===== src/rtl/adc_irq_pkg.sv =====
// Shared constants for the ADC interrupt-vector controller: vector codes
// and register map. Assumes a slot count of 16 or fewer, so that the
// register map fits the address space.
package adc_irq_pkg;
    localparam int VEC_NONE = 0;
    localparam int VEC_OVR  = 2;
    localparam int VEC_TOV  = 4;
    localparam int VEC_SLOT = 6;
    localparam int BUS_W    = 16;
endpackage


===== src/rtl/adc_err_flag.sv =====
// One hidden error event: sets on a request and clears on a qualified
// clear request. Set wins over clear. Assumes both inputs are single-cycle.
module adc_err_flag (
    input  logic clk,
    input  logic rst_n,
    input  logic set_i,
    input  logic clr_i,
    output logic pend_o
);
    // hold the pending state; a set always beats a clear
    always_ff @(posedge clk) begin
        if (!rst_n) pend_o <= 1'b0;
        else        pend_o <= set_i | (pend_o & ~clr_i);
    end

    AST_ERR_SET_WINS: assert property (@(posedge clk) disable iff (!rst_n)
        set_i |=> pend_o);
endmodule


===== src/rtl/adc_slot_bank.sv =====
// Result slots and their new-data flags. Assumes at most one result write
// and at most one slot read per cycle. A software load replaces all flags,
// but a result write in the same cycle still sets its own flag.
module adc_slot_bank #(
    parameter int SLOTS = 16,
    parameter int DW    = 12,
    localparam int IW   = $clog2(SLOTS)
) (
    input  logic                       clk,
    input  logic                       rst_n,
    input  logic                       wr_en,
    input  logic [IW-1:0]              wr_idx,
    input  logic [DW-1:0]              wr_data,
    input  logic                       rd_clr,
    input  logic [IW-1:0]              rd_idx,
    input  logic                       sw_ld,
    input  logic [SLOTS-1:0]           sw_val,
    output logic [SLOTS-1:0]           flags,
    output logic [SLOTS-1:0][DW-1:0]   data
);
    for (genvar i = 0; i < SLOTS; i++) begin : g_slot
        logic hit_set, hit_clr, base;
        // decode this slot's set and clear events
        always_comb begin
            hit_set = wr_en && (wr_idx == IW'(i));
            hit_clr = rd_clr && (rd_idx == IW'(i));
            base    = sw_ld ? sw_val[i] : (flags[i] & ~hit_clr);
        end
        // update the flag (set wins) and capture result data
        always_ff @(posedge clk) begin
            if (!rst_n) begin
                flags[i] <= 1'b0;
                data[i]  <= '0;
            end else begin
                flags[i] <= hit_set | base;
                if (hit_set) data[i] <= wr_data;
            end
        end
    end

    AST_FLAG_SET: assert property (@(posedge clk) disable iff (!rst_n)
        wr_en |=> flags[$past(wr_idx)]);
endmodule


===== src/rtl/adc_vec_prio.sv =====
// Fixed-priority encoder over enabled pending sources, registered into the
// vector. Assumes the slot codes fit in the vector width.
module adc_vec_prio #(
    parameter int SLOTS = 16,
    parameter int VW    = 6
) (
    input  logic             clk,
    input  logic             rst_n,
    input  logic [SLOTS-1:0] flags,
    input  logic [SLOTS-1:0] slot_en,
    input  logic             ovr_pend,
    input  logic             ovr_en,
    input  logic             tov_pend,
    input  logic             tov_en,
    output logic [VW-1:0]    vec_q
);
    import adc_irq_pkg::*;

    logic [SLOTS-1:0] live;
    logic [VW-1:0]    vec_d;

    // pick the highest-priority enabled source; slot 0 outranks higher slots
    always_comb begin
        live  = flags & slot_en;
        vec_d = VW'(VEC_NONE);
        for (int n = SLOTS - 1; n >= 0; n--) begin
            if (live[n]) vec_d = VW'(VEC_SLOT + 2 * n);
        end
        if (tov_pend && tov_en) vec_d = VW'(VEC_TOV);
        if (ovr_pend && ovr_en) vec_d = VW'(VEC_OVR);
    end

    // register the vector one cycle behind the sources
    always_ff @(posedge clk) begin
        if (!rst_n) vec_q <= '0;
        else        vec_q <= vec_d;
    end

    AST_VEC_IDLE_ZERO: assert property (@(posedge clk) disable iff (!rst_n)
        ((flags & slot_en) == '0 && !(ovr_pend && ovr_en) && !(tov_pend && tov_en))
        |=> vec_q == '0);
    AST_VEC_OVR_TOP: assert property (@(posedge clk) disable iff (!rst_n)
        (ovr_pend && ovr_en) |=> vec_q == VW'(VEC_OVR));
endmodule


===== src/rtl/adc_irq_ctrl.sv =====
// ADC result-flag and interrupt-vector controller. Decodes the register
// port, detects the overwrite and conversion-time errors, raises irq from
// the registered vector and pulses the DMA trigger. Assumes single-cycle
// bus accesses and a slot count of 16 or fewer.
module adc_irq_ctrl #(
    parameter int SLOTS = 16,
    parameter int DW    = 12,
    parameter int AW    = 5,
    localparam int IW   = $clog2(SLOTS),
    localparam int BW   = adc_irq_pkg::BUS_W,
    localparam int VW   = $clog2(adc_irq_pkg::VEC_SLOT + 2 * SLOTS)
) (
    input  logic          clk,
    input  logic          rst_n,
    input  logic          res_we,
    input  logic [IW-1:0] res_idx,
    input  logic [DW-1:0] res_data,
    input  logic          seq_mode,
    input  logic          seq_last,
    input  logic          conv_req,
    input  logic          conv_busy,
    input  logic          bus_sel,
    input  logic          bus_wr,
    input  logic [AW-1:0] bus_addr,
    input  logic [BW-1:0] bus_wdata,
    output logic [BW-1:0] bus_rdata,
    output logic          irq,
    output logic          dma_trig
);
    import adc_irq_pkg::*;

    localparam logic [AW-1:0] A_FLAGS = AW'(SLOTS);
    localparam logic [AW-1:0] A_EN    = AW'(SLOTS + 1);
    localparam logic [AW-1:0] A_CTRL  = AW'(SLOTS + 2);
    localparam logic [AW-1:0] A_VEC   = AW'(SLOTS + 3);

    logic [SLOTS-1:0]         flags, slot_en;
    logic [SLOTS-1:0][DW-1:0] data;
    logic [2:0]               ctrl;
    logic [VW-1:0]            vec_q;
    logic                     ovr_pend, tov_pend, ovr_set, tov_set;
    logic                     is_slot, slot_rd, flag_ld, vec_acc;

    // decode bus accesses and error events
    always_comb begin
        is_slot = bus_addr < AW'(SLOTS);
        slot_rd = bus_sel && !bus_wr && is_slot;
        flag_ld = bus_sel && bus_wr && bus_addr == A_FLAGS;
        vec_acc = bus_sel && bus_addr == A_VEC;
        ovr_set = res_we && flags[res_idx];
        tov_set = conv_req && conv_busy;
    end

    // software-written enable and control registers
    always_ff @(posedge clk) begin
        if (!rst_n) begin
            slot_en <= '0;
            ctrl    <= '0;
        end else if (bus_sel && bus_wr) begin
            if (bus_addr == A_EN)   slot_en <= bus_wdata[SLOTS-1:0];
            if (bus_addr == A_CTRL) ctrl    <= bus_wdata[2:0];
        end
    end

    // DMA trigger: every result in single mode, last result in sequence mode
    always_ff @(posedge clk) begin
        if (!rst_n) dma_trig <= 1'b0;
        else        dma_trig <= res_we && (!seq_mode || seq_last);
    end

    // read-data multiplexer
    always_comb begin
        bus_rdata = '0;
        if (is_slot)                 bus_rdata = BW'(data[bus_addr[IW-1:0]]);
        else if (bus_addr == A_FLAGS) bus_rdata = BW'(flags);
        else if (bus_addr == A_EN)    bus_rdata = BW'(slot_en);
        else if (bus_addr == A_CTRL)  bus_rdata = BW'(ctrl);
        else if (bus_addr == A_VEC)   bus_rdata = BW'(vec_q);
    end

    // interrupt request from the registered vector
    always_comb irq = ctrl[0] && (vec_q != '0);

    adc_slot_bank #(.SLOTS(SLOTS), .DW(DW)) u_bank (
        .clk(clk), .rst_n(rst_n),
        .wr_en(res_we), .wr_idx(res_idx), .wr_data(res_data),
        .rd_clr(slot_rd), .rd_idx(bus_addr[IW-1:0]),
        .sw_ld(flag_ld), .sw_val(bus_wdata[SLOTS-1:0]),
        .flags(flags), .data(data)
    );

    adc_err_flag u_ovr (
        .clk(clk), .rst_n(rst_n), .set_i(ovr_set),
        .clr_i(vec_acc && vec_q == VW'(VEC_OVR)), .pend_o(ovr_pend)
    );

    adc_err_flag u_tov (
        .clk(clk), .rst_n(rst_n), .set_i(tov_set),
        .clr_i(vec_acc && vec_q == VW'(VEC_TOV)), .pend_o(tov_pend)
    );

    adc_vec_prio #(.SLOTS(SLOTS), .VW(VW)) u_prio (
        .clk(clk), .rst_n(rst_n), .flags(flags), .slot_en(slot_en),
        .ovr_pend(ovr_pend), .ovr_en(ctrl[1]),
        .tov_pend(tov_pend), .tov_en(ctrl[2]), .vec_q(vec_q)
    );

    AST_OVR_RAISE: assert property (@(posedge clk) disable iff (!rst_n)
        (res_we && flags[res_idx]) |=> ovr_pend);
    AST_TOV_RAISE: assert property (@(posedge clk) disable iff (!rst_n)
        (conv_req && conv_busy) |=> tov_pend);
    AST_OVR_CLEAR: assert property (@(posedge clk) disable iff (!rst_n)
        (vec_acc && vec_q == VW'(VEC_OVR) && !ovr_set) |=> !ovr_pend);
    AST_VEC_KEEPS_FLAGS: assert property (@(posedge clk) disable iff (!rst_n)
        vec_acc |=> (flags & $past(flags)) == $past(flags));
    AST_DMA_MID_SEQ: assert property (@(posedge clk) disable iff (!rst_n)
        (res_we && seq_mode && !seq_last) |=> !dma_trig);
endmodule


===== config.mk =====
export PLATFORM = sky130hd
export DESIGN_NAME = adc_irq_ctrl
export DESIGN_NICKNAME = d
export VERILOG_FILES = /design/src/rtl/adc_irq_pkg.sv /design/src/rtl/adc_err_flag.sv /design/src/rtl/adc_slot_bank.sv /design/src/rtl/adc_vec_prio.sv /design/src/rtl/adc_irq_ctrl.sv
export SDC_FILE = /design/constraint.sdc
export NUM_CORES = 1
export LEC_CHECK = 0
export BUFFER_PORTS_ARGS = -buffer_cell sky130_fd_sc_hd__clkbuf_2
export CAP_MARGIN = 20
export CELL_PAD_IN_SITES_DETAIL_PLACEMENT = 1
export CELL_PAD_IN_SITES_GLOBAL_PLACEMENT = 1
export CORE_MARGIN = 4
export CORE_UTILIZATION = 40
export DETAILED_ROUTE_END_ITERATION = 12
export PLACE_DENSITY_LB_ADDON = 0.25
export SYNTH_ARGS = -nofsm -noshare
export SYNTH_HDL_FRONTEND = slang
export SYNTH_HIERARCHICAL = 1
export SYNTH_SLANG_ARGS = --single-unit

===== constraint.sdc =====
create_clock -name clk -period 6.81 [get_ports clk]
set_input_delay 1.362 -clock clk [delete_from_list [all_inputs] [get_ports clk]]
set_output_delay 1.362 -clock clk [all_outputs]
set_load 0.02 [all_outputs]

==> reports/metrics.yaml, run 1 <==
status: "finished, final reports clean"
start_util: 0.405
worst_slack_ps: 1710
min_period_over_period: 0.749
ys_warn_count: 6
worst_setup_path_end_kind: "primary output"
first_pass_iters: 5
clk_pin_slew_worst_paths_ps: 60
async_reset_ff_frac: 0
drc: 0
maxCapViolCount: 0
grt_max_degree: 114
yosysTopAreaCell: "dfxtp_1"
setup_viol_count_final: 0
slew_violations: 0
hold_class: "register to register"
grt_pass1_vias: 11000
relSlewSlack: 0.300
dieArea_mm2: 0.0319
cts_buffers: 28
ioPinCount: 64
hold_buffers: 0
synthesis.nets: 1414
worst_pin_slew_ps: 1050
start_kind: "input pin"
insertion_delay_ps: 540
fmax_ghz: 0.196
leakage_nw: 4.16
fin_skew_ps: 7.04
synth_top_area_share: 0.405
finalCriticalPeriod_ps: 5100
crit_fanout: 62
portBuffers: 63
grt_overflow_total: 0
globalRouteTotalUtil: 0.265
clock-root-buffer: "clkbuf_16"
core_area_mm2: 0.0287
ys_top_cells_by_area: "dfxtp_1 40%, a21oi_1 9.4%, nand3_1 8.9%"
cts_sinks: 235
synth-edff-count: 0
placedInstanceArea_mm2: 0.0118
dieHeight_um: 179
antenna_left: 0
crit_arrival_ps: 3740
syn-cell-area_mm2: 0.0116
yosysMostFrequentCell: "dfxtp_1"
cts_tree: "built"
fp-row-count: 62
hold_violations: 0
power_density_mw_per_mm2: 252
ys_seq_elements: 235
rsz0062_at_grt: "no"
vias_per_cell: 6.37
antenna_found_initial: 3
finalWeightedCongestion: 0.873
fillers: 3397
post-cts-setup-buffers: 0
crit_required_ps: 5450
hpwl_mm: 25.1
final_nets: 1360
ys.flop_type: "dfxtp_1"
multi_input_area_mm2: 0.00616
die_w_um: 179
grt_pass1_wl_mm: 66.7
path_class: "input pin to primary output"
seqCellArea_mm2: 0.00470
post_drt_wl_per_cell_um: 25.1
drive_gt1_frac: 0.147
vias: 11000
pre_cts_ws_ps: 1740
first_iter_violations: 1078
htree_levels: 1
stdcell_area_mm2: 0.0128
ys_seq_area_frac: 0.405
ys_types: 59
syn_to_final_growth_pct: 10.2
clock_path_buffers: 3
syn_inst: 1368
avgSynthCellArea_um2: 8.50
tns_ps: 0
synth_commonest_cells: "235 x dfxtp_1, 219 x a21oi_1, 206 x nand3_1"
routed_wl_mm: 43.2
vdd_ir_drop_max_uv: 186
cts.repair.resized: 0
==> through the flow <==
step	hold WS, ps	util	instances	power, mW
2_1_floorplan	440	-	1368	1.62
4_1_cts	469	0.445	1718	3.26
5_1_grt	493	0.447	1723	3.33
3_5_place_dp	461	0.412	1666	1.72
6_report	471	0.447	1723	3.24
3_3_place_gp	450	0.412	1666	1.72
==> power breakdown <==
part	leakage (nW)	internal (mW)	switching, mW	total, mW
logic	1.79	0.0756	0.220	0.296
clock network	0.470	0.931	0.604	1.53
registers	1.90	1.39	0.0127	1.41
total	4.16	2.40	0.837	3.24
==> sequential cells by signal, summed over array words and instances (netlist names) <==
register / count
u_bank/flags: 16
slot_en: 16
u_bank/data: 192
dma_trig: 1
u_prio/vec_q: 5
u_tov/pend_o: 1
ctrl: 3
u_ovr/pend_o: 1
==> critical path, cell delays in order <==
cell and delay (ps):
buf_4 740, buf_4 540, mux4_2 390, a22oi_1 250, o211ai_1 130, clkbuf_2 210
==> cell type report <==
class                           instances  share of cell area
Inverter                                5             0.00185
Multi-Input combinational cell        961               0.481
Clock buffer                           44              0.0665
Antenna cell                            3            0.000586
Timing Repair Buffer                   83              0.0387
Tap cell                              384              0.0375
Clock inverter                          8             0.00732
Sequential cell                       235               0.367
==> routing by layer <==
metal | GRT usage | up-vias | wire length, µm
met5 | 0 | - | 0
met4 | 0.0758 | 0 | 1170
met3 | 0.0388 | 80 | 2740
met2 | 0.435 | 382 | 20000
met1 | 0.364 | 5594 | 19300
li1 | - | 4928 | -
==> placed cells by master, fill, tap and decap left out, drive strengths merged, types with 14 or more instances in the layout <==
cell type and count:
mux4 32, a21boi 19, mux2i 63, nand3 206
a22oi 40, dfxtp 235, buf 22, a21oi 219
o211ai 21, nor2 14, clkbuf 105, o21ai 195
nand2 58
==> cells by family (layout without fill, tap and decap cells) <==
family	count (synthesis)	count (layout)	synth area share
buf+inv	172	140	0.0698
compound gates	527	527	0.255
mux	101	101	0.122
flops	235	235	0.405
other cells	1	4	0.000322
simple gates	332	332	0.148
==> final timing paths <==
kind,slack (ps),end,startpoint,depth (start not counted)
worst max-delay path,1710,bus_rdata[8],bus_addr[1],6
worst min-delay path,470,u_bank/data[15],u_bank/data[15],2
worst max register to register,4960,u_ovr/pend_o,u_bank/flags[4],4
worst min register to register,470,u_bank/data[15],u_bank/data[15],2
(Power assumes the default switching activity.)
==> inputs of run 2 (changes only) <==
--- a/config.mk
+++ b/config.mk
@@ -5,12 +5,13 @@
 export SDC_FILE = /design/constraint.sdc
 export NUM_CORES = 1
 export LEC_CHECK = 0
+export ABC_AREA = 1
 export BUFFER_PORTS_ARGS = -buffer_cell sky130_fd_sc_hd__clkbuf_2
 export CAP_MARGIN = 20
 export CELL_PAD_IN_SITES_DETAIL_PLACEMENT = 1
 export CELL_PAD_IN_SITES_GLOBAL_PLACEMENT = 1
 export CORE_MARGIN = 4
-export CORE_UTILIZATION = 40
+export CORE_UTILIZATION = 39
 export DETAILED_ROUTE_END_ITERATION = 12
 export PLACE_DENSITY_LB_ADDON = 0.25
 export SYNTH_ARGS = -nofsm -noshare
==> constraint.sdc (replaced) <==
create_clock -name clk -period 4.6 [get_ports clk]
set_input_delay 0.92 -clock clk [delete_from_list [all_inputs] [get_ports clk]]
set_output_delay 0.92 -clock clk [all_outputs]
set_load 0.02 [all_outputs]
==> reports/metrics.yaml, run 2 <==
dieHeight_um: 180  # +1.1%
crit_required_ps: 3680  # -1770 ps
fp-row-count: 62  # unchanged
die_w_um: 180  # +1.1%
timing.rr.end: "u_prio/vec_q[1]"
fmax_ghz: 0.267
crit_arrival_ps: 2830  # -910 ps
vias_per_cell: 5.40  # -15%
top_usage_layer: "met2"
crit_path_max_incr_delay_ps: 450  # -290 ps
synth_commonest_cells: "538 x nand2_1, 444 x nor2_1, 235 x dfxtp_1"
routed_wl_mm: 47.1  # +9.1%
maxCapViolCount: 0  # unchanged
diodes: 0  # -3
syn_inst: 1871  # +37%
async_reset_ff_frac: 0  # unchanged
leakage_nw: 5.85  # +41%
grt_util_met3: 0.0476  # +0.00885
first_iter_violations: 970  # -10%
multi_input_area_mm2: 0.00603  # -2.1%
whs_endpoint: "u_bank/data[8]"
antenna_found_initial: 1  # -2
cts_buffers: 28  # unchanged
syn-cell-area_mm2: 0.0116  # -0.24%
drc: 0  # unchanged
post-cts-setup-buffers: 0  # unchanged
ys.flop_type: "dfxtp_1"
setup_viol_count_final: 0  # unchanged
seqCellArea_mm2: 0.00470  # unchanged
core_area_mm2: 0.0290  # +1.1%
globalRouteTotalUtil: 0.281  # +0.0160
relSlewSlack: 0.394  # +0.0940
hold_start: "u_bank/data[8]"
clock-root-buffer: "clkbuf_16"
holdPathStages: 2  # unchanged
post_drt_wl_per_cell_um: 20.7  # -17%
fillers: 3911  # +15%
first_pass_iters: 5  # unchanged
regMostFlops: "u_bank/data"
grt_pass1_wl_mm: 73.0  # +9.5%
synthesis.nets: 1917  # +36%
fin_skew_ps: 12.2  # +5.12 ps
power_density_mw_per_mm2: 361  # +43%
synth-edff-count: 0  # unchanged
grt_overflow_total: 0  # unchanged
htree_levels: 1  # unchanged
cts_sinks: 235  # unchanged
ioPinCount: 64  # unchanged
min_period_over_period: 0.816
vias: 12300  # +12%
cp_cell_sequence: "buf_4 -> inv_2 -> buf_12 -> nand2_1 -> nand2_1 -> nand2_1 -> nand3_1 -> nand3_1 -> nand2_1 -> nand2_1 -> nand2_1 -> clkbuf_2"
hpwl_mm: 31.5  # +26%
clk_pin_slew_worst_paths_ps: 60  # about the same
tns_ps: 0  # unchanged
crit_slowest_cell: "inv_2"
yosysTopAreaCell: "dfxtp_1"
hold_class: "register to register"
grt_pass1_vias: 12400  # +12%
synth_top_area_share: 0.405  # +0.000960
worst_pin_slew_ps: 905  # -144 ps
cpMostUsedCell: "nand2_1"
hold_violations: 0  # unchanged
slew_violations: 0  # unchanged
ys_top_cells_by_area: "dfxtp_1 41%, nand2_1 17%, nor2_1 14%"
antenna_left: 0  # unchanged
start_kind: "input pin"
syn_to_final_growth_pct: 12.1
crit_fanout: 54  # -13%
gr-usage-met2: 0.452  # +0.0167
rsz0062_at_grt: "no"
r2r_start: "u_bank/flags[14]"
insertion_delay_ps: 560  # +20 ps
ys_seq_elements: 235  # unchanged
cts.repair.resized: 0  # unchanged
final_cell_mix: "538 x nand2_1, 444 x nor2_1, 235 x dfxtp_1"
dieArea_mm2: 0.0326  # +2.2%
mostFrequentLayoutCell: "nand2_1"
ys_seq_area_frac: 0.405  # +0.000960
clock_path_buffers: 3  # unchanged
portBuffers: 63  # unchanged
reg2reg_slack_ps: 2960  # -2000 ps
drive_gt1_frac: 0.0904  # -0.0563
ys_types: 35  # -41%
avgSynthCellArea_um2: 6.20  # -27%
yosysMostFrequentCell: "nand2_1"
finalCriticalPeriod_ps: 3750
worst_setup_path_end_kind: "primary output"
finalWeightedCongestion: 0.971  # +11%
path_class: "input pin to primary output"
use_met1: 0.391  # +0.0266
cts_tree: "built"
grt_max_degree: 149  # +31%
reg_top3: "u_bank/data (192), slot_en (16), u_bank/flags (16)"
ff2ff_path_depth: 18  # +14
status: "finished, final reports clean"
largest_reg_flops: 192  # unchanged
final_nets: 1915  # +41%
ys_warn_count: 6  # unchanged
power_mw: 4.70  # +45%
start_util: 0.400  # -0.00528
vdd_ir_drop_max_uv: 242  # +30%
hold_buffers: 0  # unchanged
-- run 2: worst max path at each step --
| stage | from | endpoint | slack, ps | cells after the start |
|---|---|---|---|---|
| after floorplan | bus_addr[0] | bus_rdata[13] | 1580 | 5 |
| after global placement | bus_addr[0] | bus_rdata[4] | 840 | 12 |
| after detailed placement | bus_addr[0] | bus_rdata[4] | 830 | 12 |
| after CTS | bus_addr[0] | bus_rdata[4] | 830 | 12 |
| after global routing | bus_addr[0] | bus_rdata[3] | 670 | 12 |
| final | bus_addr[0] | bus_rdata[3] | 850 | 12 |
-- run 2: power by group --
part	leakage (nW)	internal [mW]	switching, mW
clock network	0.441	1.24	0.915
registers	1.90	2.08	0.0263
logic	3.51	0.108	0.335
total	5.85	3.43	1.28
-- run 2: stage by stage --
stage | worst slack [ps] | area (µm²) | hold slack [ps] | cells | utilization
after global placement | 844 | 12100 | 450 | 2222 | 0.418
after detailed placement | 834 | 12100 | 454 | 2222 | 0.418
final | 848 | 13000 | 462 | 2275 | 0.448
after floorplan | 1580 | 11600 | 441 | 1871 | -
after CTS | 834 | 13000 | 464 | 2274 | 0.448
after global routing | 670 | 13000 | 488 | 2275 | 0.448
-- run 2: layer usage --
metal,part of all wire,wire length [µm]
met5,0,0
met4,0.029,1380
met3,0.057,2660
met2,0.45,21300
met1,0.46,21700
-- run 2: worst max-delay path: cells and delay by family --
| family | cells | cell delay, ps |
|---|---|---|
| simple gates | 8 | 790 |
| buf+inv | 4 | 1090 |
-- run 2: kinds of logic (layout without fill, tap and decap cells) --
kind of cell,count (synthesis),count (layout),synth area share
AND/OR/NAND/NOR,1155,1155,0.400
AO/OA/AOI/OAI,266,266,0.120
flip-flops,235,235,0.405
buffers and inverters,214,234,0.0748
other,1,1,0.000323
-- run 2: final cells by class --
type	instances	area share
multi-input combinational	1422	0.463
sequential	235	0.362
clock buffer	44	0.0639
timing repair buffer	90	0.0431
tap	384	0.0369
inverter	92	0.0266
clock inverter	8	0.00452
